[src/rtl/trib_sel_pkg.sv]
package trib_sel_pkg;

  // Per-lane control strobes handed from control to datapath
  typedef struct packed {
    logic forceLow;   // lane is the unused slot of a three-lane group
    logic forceOnes;  // load all ones at the next selected edge
  } laneCtrl_t;

endpackage

[src/rtl/trib_sel_ctrl.sv]
module trib_sel_ctrl
  import trib_sel_pkg::*;
#(
  parameter int NUM_GROUPS   = 7,
  parameter int CH_PER_GROUP = 4,
  localparam int NUM_CH      = NUM_GROUPS * CH_PER_GROUP
) (
  input  logic [NUM_GROUPS-1:0] groupDs1,
  input  logic [NUM_GROUPS-1:0] groupFail,
  input  logic                  globalFail,
  input  logic [NUM_CH-1:0]     aisEn,
  output laneCtrl_t [NUM_CH-1:0] laneCtrl
);

  localparam int SPARE_LANE = CH_PER_GROUP - 1;

  for (genvar g = 0; g < NUM_GROUPS; g++) begin : g_grp
    for (genvar k = 0; k < CH_PER_GROUP; k++) begin : g_lane
      localparam int IDX = g * CH_PER_GROUP + k;
      if (k == SPARE_LANE) begin : g_spare
        assign laneCtrl[IDX].forceLow = ~groupDs1[g];
      end else begin : g_active
        assign laneCtrl[IDX].forceLow = 1'b0;
      end
      assign laneCtrl[IDX].forceOnes = aisEn[IDX] | groupFail[g] | globalFail;
    end
  end

endmodule

[src/rtl/trib_sel_lane.sv]
module trib_sel_lane
  import trib_sel_pkg::*;
#(
  parameter int SYNC_STAGES = 2
) (
  input  logic      clk,
  input  logic      rstN,
  input  logic      tribClk,
  input  logic      tribData,
  input  logic      edgeRise,
  input  laneCtrl_t ctrl,
  output logic      capStb,
  output logic      dataOut
);

  localparam int LAST = SYNC_STAGES - 1;

  logic [SYNC_STAGES-1:0] clkPipe;
  logic [SYNC_STAGES-1:0] dataPipe;
  logic                   clkLast;
  logic                   held;
  logic                   riseSeen;
  logic                   fallSeen;

  always_ff @(posedge clk) begin
    if (!rstN) begin
      clkPipe  <= '0;
      dataPipe <= '0;
      clkLast  <= 1'b0;
      held     <= 1'b0;
    end else begin
      clkPipe  <= {clkPipe[LAST-1:0], tribClk};
      dataPipe <= {dataPipe[LAST-1:0], tribData};
      clkLast  <= clkPipe[LAST];
      if (capStb) held <= ctrl.forceOnes | dataPipe[LAST];
    end
  end

  assign riseSeen = clkPipe[LAST] & ~clkLast;
  assign fallSeen = ~clkPipe[LAST] & clkLast;
  assign capStb   = edgeRise ? riseSeen : fallSeen;
  assign dataOut  = held & ~ctrl.forceLow;

endmodule

[src/rtl/trib_sel_datapath.sv]
module trib_sel_datapath
  import trib_sel_pkg::*;
#(
  parameter int NUM_CH      = 28,
  parameter int SYNC_STAGES = 2
) (
  input  logic                   clk,
  input  logic                   rstN,
  input  logic [NUM_CH-1:0]      tribClk,
  input  logic [NUM_CH-1:0]      tribData,
  input  logic [NUM_CH-1:0]      edgeRise,
  input  laneCtrl_t [NUM_CH-1:0] laneCtrl,
  output logic [NUM_CH-1:0]      capStb,
  output logic [NUM_CH-1:0]      outData
);

  for (genvar c = 0; c < NUM_CH; c++) begin : g_ch
    trib_sel_lane #(.SYNC_STAGES(SYNC_STAGES)) u_lane (
      .clk      (clk),
      .rstN     (rstN),
      .tribClk  (tribClk[c]),
      .tribData (tribData[c]),
      .edgeRise (edgeRise[c]),
      .ctrl     (laneCtrl[c]),
      .capStb   (capStb[c]),
      .dataOut  (outData[c])
    );
  end

endmodule

[src/rtl/trib_sel_bank.sv]
module trib_sel_bank
  import trib_sel_pkg::*;
#(
  parameter int NUM_GROUPS   = 7,
  parameter int CH_PER_GROUP = 4,
  parameter int SEL_W        = 2,
  parameter int SYNC_STAGES  = 2,
  localparam int NUM_CH      = NUM_GROUPS * CH_PER_GROUP
) (
  input  logic                    clk,
  input  logic                    rstN,
  input  logic [NUM_CH-1:0]       tribClk,
  input  logic [NUM_CH-1:0]       tribData,
  input  logic [NUM_CH-1:0]       edgeRise,
  input  logic [NUM_CH-1:0]       aisEn,
  input  logic [NUM_GROUPS-1:0]   groupDs1,
  input  logic [NUM_GROUPS-1:0]   groupFail,
  input  logic                    globalFail,
  input  logic [NUM_CH*SEL_W-1:0] chanSel,
  output logic [NUM_CH*SEL_W-1:0] outSel,
  output logic [NUM_CH-1:0]       outData
);

  laneCtrl_t [NUM_CH-1:0] laneCtrl;
  logic [NUM_CH-1:0]      capStb;

  trib_sel_ctrl #(
    .NUM_GROUPS   (NUM_GROUPS),
    .CH_PER_GROUP (CH_PER_GROUP)
  ) u_ctrl (
    .groupDs1   (groupDs1),
    .groupFail  (groupFail),
    .globalFail (globalFail),
    .aisEn      (aisEn),
    .laneCtrl   (laneCtrl)
  );

  trib_sel_datapath #(
    .NUM_CH      (NUM_CH),
    .SYNC_STAGES (SYNC_STAGES)
  ) u_dp (
    .clk      (clk),
    .rstN     (rstN),
    .tribClk  (tribClk),
    .tribData (tribData),
    .edgeRise (edgeRise),
    .laneCtrl (laneCtrl),
    .capStb   (capStb),
    .outData  (outData)
  );

  assign outSel = chanSel;

endmodule

[config.mk]
export PLATFORM = sky130hd
export DESIGN_NAME = trib_sel_bank
export DESIGN_NICKNAME = d
export VERILOG_FILES = /design/src/rtl/trib_sel_pkg.sv /design/src/rtl/trib_sel_ctrl.sv /design/src/rtl/trib_sel_lane.sv /design/src/rtl/trib_sel_datapath.sv /design/src/rtl/trib_sel_bank.sv
export SDC_FILE = /design/constraint.sdc
export NUM_CORES = 1
export LEC_CHECK = 0
export BUFFER_PORTS_ARGS = -buffer_cell sky130_fd_sc_hd__buf_4
export CAP_MARGIN = 20
export CORE_MARGIN = 5
export CORE_UTILIZATION = 43
export CTS_CLUSTER_SIZE = 28
export DETAILED_ROUTE_END_ITERATION = 7
export GPL_TIMING_DRIVEN = 0
export PLACE_DENSITY_LB_ADDON = 0.12
export RECOVER_POWER = 25
export SLEW_MARGIN = 20
export SYNTH_ARGS = -nofsm -noshare
export SYNTH_HDL_FRONTEND = slang
export SYNTH_SLANG_ARGS = --single-unit
[constraint.sdc]
create_clock -name clk -period 1.23 [get_ports clk]
set_input_delay 0.369 -clock clk [delete_from_list [all_inputs] [get_ports clk]]
set_output_delay 0.369 -clock clk [all_outputs]
set_load 0.02 [all_outputs]
==> out/qor.yml <==
final_layout:
  ff_latch_area_um2: 3400
  area_growth_pct: 40.2
  n_fill_cell: 1337
  multi_input_area_um2: 2480
  layout-drive-gt1-share_pct: 40.8
  stdcell_area_um2: 9180
  nets: 1070
timing:
  slew_headroom_pct: 50.9
  rsz0062_at_grt: "true"
  finalHoldViolations: 0
  tightest_slew_ns: 0.737
  slew_viol_final: 0
  worst_clock_skew_ns: 0.00567
  setup_slack_ns: -0.157
  maxClockFrequency_mhz: 721
  final.min_clock_period_ns: 1.39
  final-setup-viol-count: 28
  finalCritPeriodShare_pct: 113
  hold_slack_ns: 0.149
pwr:
  max-vdd-ir-drop_mv: 0.966
  p_per_area_nw_per_um2: 1390
  leakage_nw: 4.00
logic_synthesis:
  synth.top_cell.area_share_pct: 51.4
  yosys-top-cells-area: "dfxtp_1 (51%), and2_1 (14%), buf_4 (9.6%), and3b_1 (3.7%), nand3_1 (3.5%)"
  synth_flop_cell: "dfxtp_1"
  synth.avg_cell_area_um2: 10.0
  syn_area_um2: 6550
  syn_inst: 652
  yosysWarnings: 0
  synth-async-reset-ratio_pct: 0
  synth_top_area_cell: "dfxtp_1"
  synth_nets: 837
  synth_cell_types: 18
  ys_top_cells_by_count: "dfxtp_1 (168), and2_1 (147), buf_4 (84), nand3_1 (46)"
  post-synth-top-count-cell: "dfxtp_1"
  synth-seq-cells: 168
  yosysSeqAreaShare_pct: 51.4
  synth-edff-count: 0
global_route:
  grt_pass1_wl_um: 26800
  first_global_vias: 5431
  grt_remaining_overflow: 0
  grt_max_degree: 17
  grt_usage_pct: 19.1
  antenna_found_initial: 1
outcome:
  violations: "setup timing"
  outcome: "complete, but fails checks"
drt:
  postRouteAntennaNets: 0
  drtIter0Drc: 158
  first_pass_iters: 4
  drcViolationCount: 0
  wl_per_cell_um: 16.0
  via_per_inst: 4.92
  drt_wl_total_um: 17300
  num_vias: 5351
critical_path:
  required_ns: 0.86
  critPathArrivalTime_ns: 1.02
  setup.worst_path.start: "u_dp.g_ch[15].u_lane.held"
  worstSetupPathType: "reg2out"
  worstSetupStartpointType: "flop"
  endpoint_kind: "output pin"
  crit_fanout: 2
  worstReg2RegStart: "u_dp.g_ch[8].u_lane.dataPipe[1]"
floorplanning:
  ios: 269
  die_y_um: 133
  rows: 45
  core-area_um2: 15100
  die_area_um2: 17800
  start_util_pct: 43.4
  die_w_um: 133
clocking:
  cts_tree: "built"
  cts_buffers: 17
  root_buffer: "clkbuf_16"
  cts-htree-levels: 4
  clkSlewWorstSetupHoldPaths_ns: 0.06
  clock_latency_ns: 0.42
  clockBufferDepth: 2
  cts.sinks: 168
placed_design:
  dpl_cell_area_um2: 8370
  gp_congestion: 0.777
  port_buffers: 211
  dp_hpwl_um: 13300
job:
  max_cap_violations: 0
hold_path:
  hp-class: "in2reg"
  worstHoldStart: "tribClk[11]"
## cell usage in the layout (no fill, tap or decap), drive strengths merged
| master | count |
|---|---|
| buf | 301 |
| dfxtp | 168 |
| nor4 | 5 |
| and3b | 28 |
| clkbuf | 40 |
| bufinv | 3 |
| diode | 1 |
| o311a | 5 |
| and2 | 147 |
| inv | 3 |
| o21ai | 28 |
| clkinv | 3 |
| or4 | 23 |
| nand3b | 23 |
| clkinvlp | 1 |
| a41oi | 23 |
| nand3 | 46 |
| nand2 | 23 |
| nor3b | 28 |
## routing by layer
metal  vias to the layer above  routed length (µm)  global-route usage (%)
met3                        28                1530                    6.91
li1                       2641                   -                       -
met1                      2483                6190                    19.1
met5                         -                   0                       0
met4                         0                 499                    8.91
met2                       199                9130                    35.0
## critical path, stage by stage (launching register included)
cell     delay, ns
dfxtp_4       0.35
and2_4        0.13
buf_6         0.12
## repair_timing
item	CTS	global route
endpoints found under the setup margin	28	28
hold buffers	0	0
pin swaps	6	6
cloned	0	0
gates resized for setup	65	0
buffers inserted	22	9
## sequential cells by signal (all words and copies together) (netlist names)
register / cells
u_dp.g_ch.u_lane.held: 28
u_dp.g_ch.u_lane.clkPipe: 56
u_dp.g_ch.u_lane.clkLast: 28
u_dp.g_ch.u_lane.dataPipe: 56
## where the power goes
part           internal [mW]  switching [mW]  leakage, nW  total (mW)
registers               5.69           0.119         1.40        5.81
logic                  0.826           0.590         2.30        1.42
clock network           3.43            2.10        0.304        5.53
## cells by family after synthesis
logic type | count (synthesis) | share of synthesized area [%]
DFF | 168 | 51.4
and+or+nand+nor | 323 | 31.6
buffers and inverters | 105 | 11.1
AOI/OAI and AO/OA | 56 | 5.98
## final timing paths
| check | cells after the start | end | slack, ns |
|---|---|---|---|
| setup / recovery | 2 | outData[15] | -0.16 |
| hold / removal | 2 | u_dp.g_ch[11].u_lane.clkPipe[0] | 0.15 |
| setup reg to reg | 3 | u_dp.g_ch[8].u_lane.held | 0.13 |
| hold reg to reg | 1 | u_dp.g_ch[16].u_lane.clkPipe[1] | 0.43 |
## cell type report
| cell class | instances | area share, % |
|---|---|---|
| diodes | 1 | 0.0273 |
| plain buffers | 76 | 5.57 |
| clock buffers | 23 | 5.31 |
| clock inverters | 9 | 1.50 |
| inverters | 1 | 0.0409 |
| multi-input cells | 379 | 27.0 |
| flip-flops and latches | 168 | 37.1 |
| well taps | 188 | 2.56 |
| repair buffers | 242 | 20.9 |
## metrics by stage
stage	utilization [%]	setup slack [ns]	power, mW	TNS (ns)	std cells
after global placement	55.5	-0.377	7.25	-24.57	1051
final	60.8	-0.157	12.8	-1.19	1087
after detailed placement	55.5	-0.419	7.30	-26.32	1051
after floorplan	-	-0.0479	6.59	-0.144	652
after global routing	60.8	-0.191	13.3	-2.18	1087
after CTS	60.4	-0.202	12.9	-2.01	1077
(Power assumes the default switching activity.)
